$ cat src/rtl/ddrseq_pkg.sv
package ddrseq_pkg;

  // Command code {ras_n, cas_n, we_n}
  typedef enum logic [2:0] {
    CMD_MODE  = 3'b000,
    CMD_REF   = 3'b001,
    CMD_PRE   = 3'b010,
    CMD_NOP   = 3'b111
  } ddr_cmd_e;

  // State names tell which action fires when the gap counter expires
  typedef enum logic [3:0] {
    ST_IDLE,
    ST_TO_PRE1,
    ST_TO_EMRS,
    ST_TO_MRS_DLL,
    ST_TO_PRE2,
    ST_TO_REF,
    ST_TO_MRS_FIN,
    ST_TO_RESYNC,
    ST_RESYNC,
    ST_HANDOVER,
    ST_DONE
  } seq_state_e;

  // Mode word field positions (decoded by the DRAM)
  localparam int BL_LSB   = 0;
  localparam int BT_BIT   = 3;
  localparam int CAS_LSB  = 4;
  localparam int DLL_BIT  = 8;
  localparam int A10_BIT  = 10;

endpackage

$ cat src/rtl/ddrseq_rst_sync.sv
module ddrseq_rst_sync (
  input  logic clk,
  input  logic i_rst_n,
  output logic o_rst_n
);
  logic meta_q;
  logic sync_q;

  always_ff @(posedge clk or negedge i_rst_n) begin
    if (!i_rst_n) begin
      meta_q <= 1'b0;
      sync_q <= 1'b0;
    end else begin
      meta_q <= 1'b1;
      sync_q <= meta_q;
    end
  end

  assign o_rst_n = sync_q;
endmodule

$ cat src/rtl/ddrseq_gap_cnt.sv
module ddrseq_gap_cnt #(
  parameter int CNT_W = 16
) (
  input  logic             clk,
  input  logic             rst_n,
  input  logic             i_load,
  input  logic [CNT_W-1:0] i_load_val,
  output logic             o_zero
);
  logic [CNT_W-1:0] cnt_q;
  logic [CNT_W-1:0] cnt_d;
  logic             cnt_en;

  // A load of L makes o_zero true L-1 cycles later, so the next
  // action lands exactly L edges after the loading edge.
  always_comb begin
    cnt_en = i_load || (cnt_q != '0);
    cnt_d  = cnt_q;
    if (i_load) begin
      cnt_d = i_load_val - CNT_W'(1);
    end else if (cnt_q != '0) begin
      cnt_d = cnt_q - CNT_W'(1);
    end
  end

  always_ff @(posedge clk or negedge rst_n) begin
    if (!rst_n) begin
      cnt_q <= '0;
    end else if (cnt_en) begin
      cnt_q <= cnt_d;
    end
  end

  assign o_zero = (cnt_q == '0);
endmodule

$ cat src/rtl/ddrseq_mode_word.sv
module ddrseq_mode_word
  import ddrseq_pkg::*;
#(
  parameter int ADDR_W = 13
) (
  input  logic [2:0]        i_burst_len,
  input  logic              i_burst_ilv,
  input  logic [2:0]        i_cas,
  output logic [ADDR_W-1:0] o_word
);
  always_comb begin
    o_word                      = '0;
    o_word[BL_LSB +: 3]         = i_burst_len;
    o_word[BT_BIT]              = i_burst_ilv;
    o_word[CAS_LSB +: 3]        = i_cas;
  end
endmodule

$ cat src/rtl/ddrseq_fsm.sv
module ddrseq_fsm
  import ddrseq_pkg::*;
#(
  parameter int ADDR_W  = 13,
  parameter int BANK_W  = 2,
  parameter int EXTRA_W = 4,
  parameter int CNT_W   = 16,
  parameter int T_RP    = 3,
  parameter int T_MRD   = 2,
  parameter int T_RFC   = 10
) (
  input  logic               clk,
  input  logic               rst_n,
  input  logic               i_start,
  input  logic [CNT_W-1:0]   i_wait_cycles,
  input  logic [EXTRA_W-1:0] i_extra_ref,
  input  logic [ADDR_W-1:0]  i_mode,
  input  logic               i_gap_zero,
  output logic               o_load,
  output logic [CNT_W-1:0]   o_load_val,
  output logic [2:0]         o_cmd,
  output logic [BANK_W-1:0]  o_bank,
  output logic [ADDR_W-1:0]  o_addr,
  output logic               o_resync,
  output logic               o_own,
  output logic               o_done
);
  localparam int REFC_W = EXTRA_W + 1;
  localparam logic [ADDR_W-1:0] A10_MASK = ADDR_W'(1) << A10_BIT;
  localparam logic [ADDR_W-1:0] DLL_MASK = ADDR_W'(1) << DLL_BIT;
  localparam logic [CNT_W-1:0]  LV_RP    = CNT_W'(T_RP);
  localparam logic [CNT_W-1:0]  LV_MRD   = CNT_W'(T_MRD);
  localparam logic [CNT_W-1:0]  LV_RFC   = CNT_W'(T_RFC);

  seq_state_e          state_q, state_d;
  logic [2:0]          cmd_q, cmd_d;
  logic [BANK_W-1:0]   bank_q, bank_d;
  logic [ADDR_W-1:0]   addr_q, addr_d;
  logic                resync_q, resync_d;
  logic                own_q, own_d;
  logic                done_q, done_d;
  logic [REFC_W-1:0]   ref_q, ref_d;

  always_comb begin
    state_d    = state_q;
    cmd_d      = CMD_NOP;
    bank_d     = '0;
    addr_d     = '0;
    resync_d   = 1'b0;
    own_d      = own_q;
    done_d     = done_q;
    ref_d      = ref_q;
    o_load     = 1'b0;
    o_load_val = i_wait_cycles;
    unique case (state_q)
      ST_IDLE: begin
        if (i_start) begin
          o_load     = 1'b1;
          o_load_val = i_wait_cycles;
          state_d    = ST_TO_PRE1;
        end
      end
      ST_TO_PRE1: begin
        if (i_gap_zero) begin
          cmd_d      = CMD_PRE;
          addr_d     = A10_MASK;
          o_load     = 1'b1;
          o_load_val = LV_RP;
          state_d    = ST_TO_EMRS;
        end
      end
      ST_TO_EMRS: begin
        if (i_gap_zero) begin
          cmd_d      = CMD_MODE;
          bank_d     = BANK_W'(1);
          o_load     = 1'b1;
          o_load_val = LV_MRD;
          state_d    = ST_TO_MRS_DLL;
        end
      end
      ST_TO_MRS_DLL: begin
        if (i_gap_zero) begin
          cmd_d      = CMD_MODE;
          addr_d     = i_mode | DLL_MASK;
          o_load     = 1'b1;
          o_load_val = i_wait_cycles;
          state_d    = ST_TO_PRE2;
        end
      end
      ST_TO_PRE2: begin
        if (i_gap_zero) begin
          cmd_d      = CMD_PRE;
          addr_d     = A10_MASK;
          o_load     = 1'b1;
          o_load_val = LV_RP;
          ref_d      = REFC_W'(i_extra_ref) + REFC_W'(2);
          state_d    = ST_TO_REF;
        end
      end
      ST_TO_REF: begin
        if (i_gap_zero) begin
          cmd_d      = CMD_REF;
          o_load     = 1'b1;
          o_load_val = LV_RFC;
          ref_d      = ref_q - REFC_W'(1);
          if (ref_q == REFC_W'(1)) begin
            state_d = ST_TO_MRS_FIN;
          end
        end
      end
      ST_TO_MRS_FIN: begin
        if (i_gap_zero) begin
          cmd_d      = CMD_MODE;
          addr_d     = i_mode & ~DLL_MASK;
          o_load     = 1'b1;
          o_load_val = LV_MRD;
          state_d    = ST_TO_RESYNC;
        end
      end
      ST_TO_RESYNC: begin
        if (i_gap_zero) begin
          resync_d = 1'b1;
          state_d  = ST_RESYNC;
        end
      end
      ST_RESYNC: begin
        own_d   = 1'b1;
        state_d = ST_HANDOVER;
      end
      ST_HANDOVER: begin
        done_d  = 1'b1;
        state_d = ST_DONE;
      end
      default: begin
        state_d = ST_DONE;
      end
    endcase
  end

  always_ff @(posedge clk or negedge rst_n) begin
    if (!rst_n) begin
      state_q  <= ST_IDLE;
      cmd_q    <= CMD_NOP;
      bank_q   <= '0;
      addr_q   <= '0;
      resync_q <= 1'b0;
      own_q    <= 1'b0;
      done_q   <= 1'b0;
      ref_q    <= '0;
    end else begin
      state_q  <= state_d;
      cmd_q    <= cmd_d;
      bank_q   <= bank_d;
      addr_q   <= addr_d;
      resync_q <= resync_d;
      own_q    <= own_d;
      done_q   <= done_d;
      ref_q    <= ref_d;
    end
  end

  assign o_cmd    = cmd_q;
  assign o_bank   = bank_q;
  assign o_addr   = addr_q;
  assign o_resync = resync_q;
  assign o_own    = own_q;
  assign o_done   = done_q;
endmodule

$ cat src/rtl/ddr_bringup_seq.sv
module ddr_bringup_seq #(
  parameter int ADDR_W  = 13,
  parameter int BANK_W  = 2,
  parameter int CPU_W   = 8,
  parameter int EXTRA_W = 4,
  parameter int WAIT_US = 200,
  parameter int T_RP    = 3,
  parameter int T_MRD   = 2,
  parameter int T_RFC   = 10
) (
  input  logic               clk,
  input  logic               rst_n,
  input  logic               i_start,
  input  logic [CPU_W-1:0]   i_clk_per_us,
  input  logic [EXTRA_W-1:0] i_extra_ref,
  input  logic [2:0]         i_cas,
  input  logic [2:0]         i_burst_len,
  input  logic               i_burst_ilv,
  output logic [2:0]         o_cmd,
  output logic [BANK_W-1:0]  o_bank,
  output logic [ADDR_W-1:0]  o_addr,
  output logic               o_fifo_resync,
  output logic               o_ctrl_owns_bus,
  output logic               o_done
);
  localparam int MAX_WAIT = WAIT_US * ((1 << CPU_W) - 1);
  localparam int CNT_W    = $clog2(MAX_WAIT + T_RP + T_MRD + T_RFC + 1);

  logic              rst_sync_n;
  logic [CNT_W-1:0]  wait_cycles;
  logic [ADDR_W-1:0] mode_word;
  logic              gap_load;
  logic [CNT_W-1:0]  gap_load_val;
  logic              gap_zero;

  assign wait_cycles = CNT_W'(WAIT_US) * CNT_W'(i_clk_per_us);

  ddrseq_rst_sync u_rst_sync (
    .clk     (clk),
    .i_rst_n (rst_n),
    .o_rst_n (rst_sync_n)
  );

  ddrseq_mode_word #(.ADDR_W(ADDR_W)) u_mode_word (
    .i_burst_len (i_burst_len),
    .i_burst_ilv (i_burst_ilv),
    .i_cas       (i_cas),
    .o_word      (mode_word)
  );

  ddrseq_gap_cnt #(.CNT_W(CNT_W)) u_gap_cnt (
    .clk        (clk),
    .rst_n      (rst_sync_n),
    .i_load     (gap_load),
    .i_load_val (gap_load_val),
    .o_zero     (gap_zero)
  );

  ddrseq_fsm #(
    .ADDR_W  (ADDR_W),
    .BANK_W  (BANK_W),
    .EXTRA_W (EXTRA_W),
    .CNT_W   (CNT_W),
    .T_RP    (T_RP),
    .T_MRD   (T_MRD),
    .T_RFC   (T_RFC)
  ) u_fsm (
    .clk           (clk),
    .rst_n         (rst_sync_n),
    .i_start       (i_start),
    .i_wait_cycles (wait_cycles),
    .i_extra_ref   (i_extra_ref),
    .i_mode        (mode_word),
    .i_gap_zero    (gap_zero),
    .o_load        (gap_load),
    .o_load_val    (gap_load_val),
    .o_cmd         (o_cmd),
    .o_bank        (o_bank),
    .o_addr        (o_addr),
    .o_resync      (o_fifo_resync),
    .o_own         (o_ctrl_owns_bus),
    .o_done        (o_done)
  );
endmodule

$ cat config.mk
export PLATFORM = sky130hd
export DESIGN_NAME = ddr_bringup_seq
export DESIGN_NICKNAME = d
export VERILOG_FILES = /design/src/rtl/ddrseq_pkg.sv /design/src/rtl/ddrseq_rst_sync.sv /design/src/rtl/ddrseq_gap_cnt.sv /design/src/rtl/ddrseq_mode_word.sv /design/src/rtl/ddrseq_fsm.sv /design/src/rtl/ddr_bringup_seq.sv
export SDC_FILE = /design/constraint.sdc
export NUM_CORES = 1
export LEC_CHECK = 0
export BUFFER_PORTS_ARGS = -buffer_cell sky130_fd_sc_hd__buf_2
export CAP_MARGIN = 40
export CORE_UTILIZATION = 38
export CTS_CLUSTER_SIZE = 20
export DETAILED_ROUTE_END_ITERATION = 7
export PLACE_DENSITY_LB_ADDON = 0.08
export SLEW_MARGIN = 15
export SYNTH_ARGS = -nofsm -noshare
export SYNTH_HDL_FRONTEND = slang
export SYNTH_SLANG_ARGS = --single-unit
$ cat constraint.sdc
create_clock -name clk -period 1.59 [get_ports clk]
set_input_delay 0.0795 -clock clk [delete_from_list [all_inputs] [get_ports clk]]
set_output_delay 0.0795 -clock clk [all_outputs]
set_load 0.02 [all_outputs]
Yosys cells after proc, flatten, opt, wreduce, memory -nomap -nowiden:

Index checks and enable logic that the tools add are counted.

* bits in registers: 48
* bits of input ports: 22

* add/subtract/negate cells: 4
* muxes and demuxes: 33
* $mul: 1
* reduce and logical (&&, ||, !) cells: 13
* eq/ne operators: 19

Operators by type and width (count)
* $mux 16: 5
* $pmux 16 s3: 1
* $pmux 13 s3: 1
* $mux 4: 9
* $pmux 4 s9: 1
* $sub 16x1->16 const B: 2
* $eq 4x3->1 const B: 4
* $logic_not 16->1: 1
* $ne 2x2->1 const B: 8
* $reduce_bool 16->1: 1
* $mul 5x8->13 const A: 1
* $mux 11: 1
* $mux 5: 2
* $pmux 5 s2: 1
* $mux 3: 3
* $mux 9: 1
* $pmux 3 s3: 1
* $reduce_and 9->1: 1
* $eq 4x2->1 const B: 2
* $eq 4x4->1 const B: 2
* $mux 7: 1
* $reduce_or 6->1: 1
* $add 4x2->5 const B: 1
* $eq 5x1->1 const B: 1
* other kinds (13): 18

Depth between registers and ports, before layout:

Gate-level depths: netlist of run 1.

* depth after elaboration: 5
* depth in mapped cells: 14

Hierarchy:

Synthesis of run 1 repeated with hierarchy kept, for this count alone.

* cell total of the unflattened synthesis: 361
* area, all modules: 3632.2 sq um

Modules (own cells, without submodules)
* ddrseq_fsm: times used 1, area each 1584.0 sq um, cells an instance 152, sequential area each 729.4 sq um
* ddrseq_gap_cnt: times used 1, area each 1214.9 sq um, cells an instance 120, sequential area each 400.4 sq um
* ddr_bringup_seq: times used 1, area each 678.2 sq um, cells an instance 72, sequential area each 0.0 sq um
* ddrseq_mode_word: times used 1, area each 101.3 sq um, cells an instance 14, sequential area each 0.0 sq um
* ddrseq_rst_sync: times used 1, area each 53.8 sq um, cells an instance 3, sequential area each 50.0 sq um

Least setup slack after synthesis of run 1:

OpenSTA, ideal clock, no wires.

* kind: flip-flop to flip-flop
* start: register u_gap_cnt.cnt_q[12]
* end: register u_gap_cnt.cnt_q[14]
* period minus slack after synthesis: 3.213 ns
* path slack: -1.623 ns
* data arrival time: 3.088 ns
* cell stages (with the launch flop): 12
* cells stage by stage: dfrtp_1 -> or4_4 -> nor4_4 -> and4_1 -> nor2_2 -> a21boi_0 -> ha_1 -> o21ai_0 -> a211oi_2 -> nand3b_4 -> nor3_2 -> mux2_4

* word-level cells in the longest chain between the ends: 5

Ends and longest elaborated chain
* from (decl): line ddrseq_gap_cnt.sv:10 `logic [CNT_W-1:0] cnt_q;`
* from (signal assigned): line ddrseq_gap_cnt.sv:30 `cnt_q <= cnt_d;`
* $logic_not 16->1: line ddrseq_gap_cnt.sv:34 `assign o_zero = (cnt_q == '0);`
* $mux 16 (tied with other cells): line ddrseq_fsm.sv:64, ddrseq_fsm.sv:91
* $pmux 16 s3 / $pmux 1 s2 (equally long branches): line ddrseq_fsm.sv:55 `unique case (state_q)`
* $sub 16x1->16 (tied with other cells): line ddrseq_gap_cnt.sv:20 `cnt_d = i_load_val - CNT_W'(1);`
* $mux 16 / $reduce_and 2->1 (equally long branches)

Parallel ways exist; a longest one is shown, timed or not. The select of a mux whose other input is x is not followed.
A chain may end at the register's enable or synchronous reset.

Final worst setup path of run 1:

Ends and elaborated chain as after synthesis.

==> flow_metrics.tcl, run 1 <==
set metrics [dict create \
    grt_pass1_wl_mm 14.9 \
    hold_viol 0 \
    post-dp-hpwl_mm 6.56 \
    drc_errors 0 \
    p_seq_share_pct 29.8 \
    gp_congestion 0.826 \
    switchingPower_mw 1.61 \
    antenna_found_initial 0 \
    hp-class "input port to flip-flop" \
    outcome "complete, but fails checks" \
    numCtsBuffers 5 \
    grt_usage_pct 21.7 \
    synth_fa_ha_area_share_pct 14.9 \
    synth_flop_cell "dfrtp_1" \
    synth-compound-area-share_pct 17.0 \
    fp-row-count 32 \
    first_iter_violations 64 \
    postSynthAreaPerCell_um2 9.51 \
    cp-end-kind "flip-flop" \
    fp.dieW_um 93.4 \
    synth_top_area_share_pct 31.5 \
    async_flop_share_pct 100 \
    coreArea_um2 7890 \
    place_area_um2 4430 \
    leakagePower_nw 2.51 \
    fin_tns_setup_ns -32.46 \
    dp_slack_ns -1.46 \
    pwr-share-clk_pct 15.4 \
    routed_via_density 5.04 \
    ys.warnings.count 0 \
    multi_input_area_um2 2430 \
    layout-drive-gt1-share_pct 53.5 \
    comb_power_share_pct 54.8 \
    ys_types 68 \
    timing.fmax_mhz 338 \
    wirelength_mm 8.69 \
    io_buffers 37 \
    setup_violations 39 \
    yosysTopAreaCell "dfrtp_1" \
    cell_internal_pwr_mw 3.11 \
    timing.rr.start "u_gap_cnt.cnt_q[12]" \
    p_per_area_nw_per_um2 910 \
    startpoint "u_gap_cnt.cnt_q[12]" \
    synthTopCellsByArea "dfrtp_1 (32%), ha_1 (13%), nor2_1 (3.4%)" \
    power.share.switching_pct 34.1 \
    clock-sinks 43 \
    path_clk_slew_ns 0.09 \
    cts_max_level 2 \
    synth_area_um2 3180 \
    fillers 652 \
    clk_latency_ns 0.29 \
    whs_ns 0.00946 \
    synth_mux_area_share_pct 3.11 \
    wire_per_inst_um 14.2 \
    worstPathMaxFanout 4 \
    slowest_delay_ns 0.56 \
    grt_max_degree 22 \
    reg2reg_depth 11 \
    grt_pass1_vias 3183 \
    ys_seq_elements 43 \
    cts_tree "done" \
    grt_overflow 0 \
    synth_most_common_cell "dfrtp_1" \
    synth_cells 334 \
    synthSimpleGateAreaFrac_pct 20.5 \
    cp-start-kind "flip-flop" \
    required_ns 1.78 \
    stdcell_count 612 \
    worst_slack_ns -1.37 \
    slew_viol_final 0 \
    ios 43 \
    synth-xor-area-share_pct 4.96 \
    cts_buffer_depth 2 \
    dieArea_um2 8730 \
    min_period_ns 2.96 \
    violations "negative setup slack" \
    synth-edff-count 0 \
    drv_cap 0 \
    ant_nets 0 \
    ys_top_cells_by_count "dfrtp_1 (40), ha_1 (33), nor2_1 (29)" \
    numPlacedInstances 566 \
    hold_start "i_burst_len[0]" \
    n_antenna_cell 0 \
    register_area_um2 1080 \
    rsz0062_at_grt "true" \
    cp_data_arrival_time_ns 3.15 \
    nets 567 \
    crit_path_top_delay_cell "or4_4" \
    cts-root-buf "clkbuf_8" \
    dr.pass1.iters 4 \
    cp-endpoint "u_gap_cnt.cnt_q[14]" \
    die_h_um 93.4 \
    synth.yosys.seq_area_share_pct 34.0 \
    finalInstanceArea_um2 5200 \
    initial_core_util_pct 40.3 \
    rrSetupSlack_ns -1.37 \
    fin_crit_sh_pct 186 \
    vias 3086 \
    critical_path.cell_chain "or4_4, nor4_4, and4_4, nor2_4, a21oi_2, ha_2, o21ai_2, a211oi_4, nand3b_4, nor3_4, mux2_4" \
    r2r-end "u_gap_cnt.cnt_q[14]" \
    critPathKind "flip-flop to flip-flop" \
    synth_top_family_by_area "simple AND/OR/NAND/NOR gates" \
    syn_to_final_growth_pct 63.7 \
    peakVddDrop_uv 508 \
    clock-skew-final_ns 0.00960 \
]
[what timing repair did]
| action | 4_1_cts | 5_1_grt |
|---|---|---|
| buffers inserted | 20 | 16 |
| endpoints found under the setup margin | 39 | 39 |
| pin swaps | 33 | 28 |
| hold buffers | 6 | 1 |
| resized for setup | 61 | 30 |
| hold endpoints to repair | 7 | 1 |
[state kept, by name, summed over array words and instances (netlist names)]
signal and flops:
u_fsm.state_q 4, u_fsm.o_bank 1, u_fsm.o_done 1, u_fsm.o_resync 1
u_fsm.o_addr 9, u_fsm.o_own 1, u_rst_sync.meta_q 1, u_gap_cnt.cnt_q 16
u_fsm.ref_q 5, u_rst_sync.o_rst_n 1, u_fsm.o_cmd 3
[placed cells by master (no fill, tap or decap), types with 7 or more instances in the layout]
| master | instances |
|---|---|
| nand2_4 | 7 |
| nand2_1 | 11 |
| nor3_1 | 13 |
| dfrtp_1 | 39 |
| ha_4 | 10 |
| ha_1 | 22 |
| buf_4 | 112 |
| xnor2_1 | 9 |
| buf_6 | 22 |
| and2_1 | 8 |
| o21ai_2 | 7 |
| dlygate4sd3_1 | 7 |
| a31oi_1 | 7 |
| inv_1 | 15 |
| nor2_1 | 24 |
| buf_2 | 37 |
| xor2_1 | 7 |
| a21oi_1 | 9 |
[routing by layer]
layer	up-vias	routed length, µm	track usage [%]
met5	-	0	0
met2	66	4570	40.1
met4	0	293	9.23
met1	1469	3600	25.2
met3	22	233	2.36
li1	1529	-	-
[cell families after synthesis]
family / Yosys count
muxes: 8
and+or+nand+nor: 115
adders and majority gates: 36
other: 2
AOI/OAI and AO/OA: 77
buffers and inverters: 35
DFF: 43
xor gates and xnor gates: 18
[metrics by stage]
stage | utilization [%] | total power [mW]
2_1_floorplan | - | 2.69
3_3_place_gp | 56.2 | 3.52
3_5_place_dp | 56.2 | 3.55
6_report | 65.9 | 4.73
4_1_cts | 62.8 | 4.51
5_1_grt | 65.9 | 5.09
[worst min-delay path by stage]
stage                                   end  slack (ns)  depth (start not counted)
after global placement    u_rst_sync.meta_q       -0.14                          1
after detailed placement  u_rst_sync.meta_q       -0.13                          1
after CTS                   u_fsm.o_addr[3]       0.005                          2
final                       u_fsm.o_addr[0]       0.009                          2
after floorplan           u_rst_sync.meta_q       -0.22                          0
after global routing        u_fsm.o_addr[0]       0.006                          2
[power by group through the flow]
| stage | Combinational [mW] | Clock (mW) | Sequential [mW] |
|---|---|---|---|
| after detailed placement | 2.12 | 0 | 1.43 |
| after global placement | 2.09 | 0 | 1.43 |
| after floorplan | 1.26 | 0 | 1.44 |
| final | 2.59 | 0.727 | 1.41 |
| after global routing | 2.85 | 0.811 | 1.43 |
| after CTS | 2.35 | 0.746 | 1.41 |
[critical path, delay by kind of cell, from the launching register on]
kind	cells	cell delay, ns
AOI/OAI and AO/OA	3	0.46
muxes	1	0.31
adders and majority gates	1	0.21
and+or+nand+nor	6	1.49
DFF	1	0.39
[cell type report]
type	count	share of cell area [%]
well taps	102	2.45
repair buffers	181	26.9
clock inverters	1	0.0963
flip-flops and latches	43	20.8
inverters	18	1.30
multi-input cells	260	46.8
clock buffers	7	1.66
No activity file was read; power rests on OpenSTA's default activity.
==> run 2, diff against run 1 <==
--- a/config.mk
+++ b/config.mk
@@ -10,2 +10,3 @@
 export CORE_UTILIZATION = 38
+export CTS_BUF_LIST = sky130_fd_sc_hd__clkbuf_2
 export CTS_CLUSTER_SIZE = 20
--- a/constraint.sdc
+++ b/constraint.sdc
@@ -3,2 +3,2 @@
 set_output_delay 0.0795 -clock clk [all_outputs]
-set_load 0.02 [all_outputs]
+set_load 0.005 [all_outputs]
==> flow_metrics.tcl, run 2 (synthesized netlist as in run 1, its figures left out) <==
set metrics [dict create \
    wire_per_inst_um 14.1 \
    cp_data_arrival_time_ns 3.32 \
    wirelength_mm 8.69 \
    vias 3083 \
    io_buffers 37 \
    die_h_um 93.4 \
    nets 569 \
    final_common_cell "buf_4" \
    startpoint "u_gap_cnt.cnt_q[12]" \
    multi_input_area_um2 2390 \
    grt_pass1_vias 3138 \
    worstPathMaxFanout 4 \
    place_area_um2 4430 \
    fin_crit_sh_pct 188 \
    hold_viol 0 \
    peakVddDrop_uv 439 \
    grt_overflow 0 \
    antenna_found_initial 0 \
    dieArea_um2 8730 \
    numCtsBuffers 5 \
    hp-class "input port to flip-flop" \
    fin_util_pct 64.8 \
    clock-sinks 43 \
    ant_nets 0 \
    cp-end-kind "flip-flop" \
    initial_core_util_pct 40.3 \
    n_antenna_cell 0 \
    routed_via_density 5.02 \
    hold_start "i_extra_ref[3]" \
    finalInstanceArea_um2 5110 \
    largest_reg_flops 16 \
    layout-drive-gt1-share_pct 52.5 \
    ios 43 \
    first_iter_violations 68 \
    post-dp-hpwl_mm 6.56 \
    grt_usage_pct 21.5 \
    drc_errors 0 \
    register_area_um2 1080 \
    gp_congestion 0.826 \
    violations "negative setup slack" \
    outcome "complete, but fails checks" \
    dr.pass1.iters 4 \
    dp_slack_ns -1.46 \
    fp.dieW_um 93.4 \
    drv_cap 0 \
    setup_violations 39 \
    cts_max_level 2 \
    cp-start-kind "flip-flop" \
    stdcell_count 614 \
    leakagePower_nw 2.50 \
    critPathKind "flip-flop to flip-flop" \
    numPlacedInstances 566 \
    regMostFlops "u_gap_cnt.cnt_q" \
    worst_slack_ns -1.40 \
    p_per_area_nw_per_um2 854 \
    clock-skew-final_ns 0.0247 \
    timing.fmax_mhz 334 \
    path_clk_slew_ns 0.23 \
    fp-row-count 32 \
    coreArea_um2 7890 \
    cts-root-buf "clkbuf_2" \
    clk_latency_ns 0.42 \
    fin_tns_setup_ns -33.95 \
    final_cell_mix "buf_4 (110), dfrtp_1 (39), buf_2 (37), nor2_1 (25), ha_1 (24)" \
    grt_pass1_wl_mm 14.8 \
    timing.rr.start "u_gap_cnt.cnt_q[12]" \
    grt_max_degree 22 \
    slew_viol_final 0 \
    cts_buffer_depth 2 \
    syn_to_final_growth_pct 61.0 \
    cts_tree "done" \
    min_period_ns 2.99 \
    required_ns 1.92 \
    fillers 665 \
    rsz0062_at_grt "true" \
]
==> run 2: layout make-up <==
class	instances	share of cell area [%]
clock inverters	2	0.171
clock buffers	6	0.588
well taps	102	2.50
flip-flops and latches	43	21.2
multi-input cells	261	46.8
repair buffers	182	27.5
inverters	18	1.32
==> run 2: metrics by stage <==
step,total power [mW],hold WS (ns)
finish,4.36,0.0599
global route,4.71,0.0543
CTS,4.28,0.0306
detailed placement,3.55,-0.127
global placement,3.52,-0.136
floorplan,2.68,-0.216
==> run 2: path summary, 6_finish.rpt <==
check                                       to  slack, ns  depth (start not counted)
hold / removal                  u_fsm.ref_q[3]       0.06                          4
setup reg to reg            u_gap_cnt.cnt_q[6]      -1.40                         12
hold reg to reg            u_gap_cnt.cnt_q[13]       0.11                          0
min in group asynchronous  u_gap_cnt.cnt_q[13]       0.11                          0
max in group asynchronous   u_rst_sync.o_rst_n       0.98                          3
setup / recovery            u_gap_cnt.cnt_q[6]      -1.40                         12
==> run 2: worst max-delay path, stage by stage, from the launching register on <==
cell and delay [ns]:
dfrtp_1 0.43, or4_4 0.55, nor4_4 0.29, and4_4 0.30, nor2_4 0.06, a21boi_2 0.17
ha_4 0.15, o21ai_2 0.06, a211oi_4 0.25, buf_6 0.16, nand3b_1 0.11, xnor2_2 0.15
a22o_1 0.21
==> run 2: routing by layer <==
| layer | wire [µm] | global-route usage, % |
|---|---|---|
| met1 | 3610 | 25.4 |
| met2 | 4630 | 39.2 |
| met3 | 251 | 2.68 |
| met4 | 188 | 8.33 |
| met5 | 0 | 0 |
==> run 2: timing repair <==
item,4_1_cts,5_1_grt
hold endpoints to repair,11,0
setup endpoints to repair,39,39
resized for setup,64,15
setup buffers,19,10
pin swaps,30,28
gates cloned,1,0
hold buffers,11,0
==> run 2: report_power, final <==
part | total, mW | internal, mW | switching [mW]
combinational | 2.48 | 1.42 | 1.06
clock | 0.469 | 0.108 | 0.361
sequential | 1.41 | 1.28 | 0.132
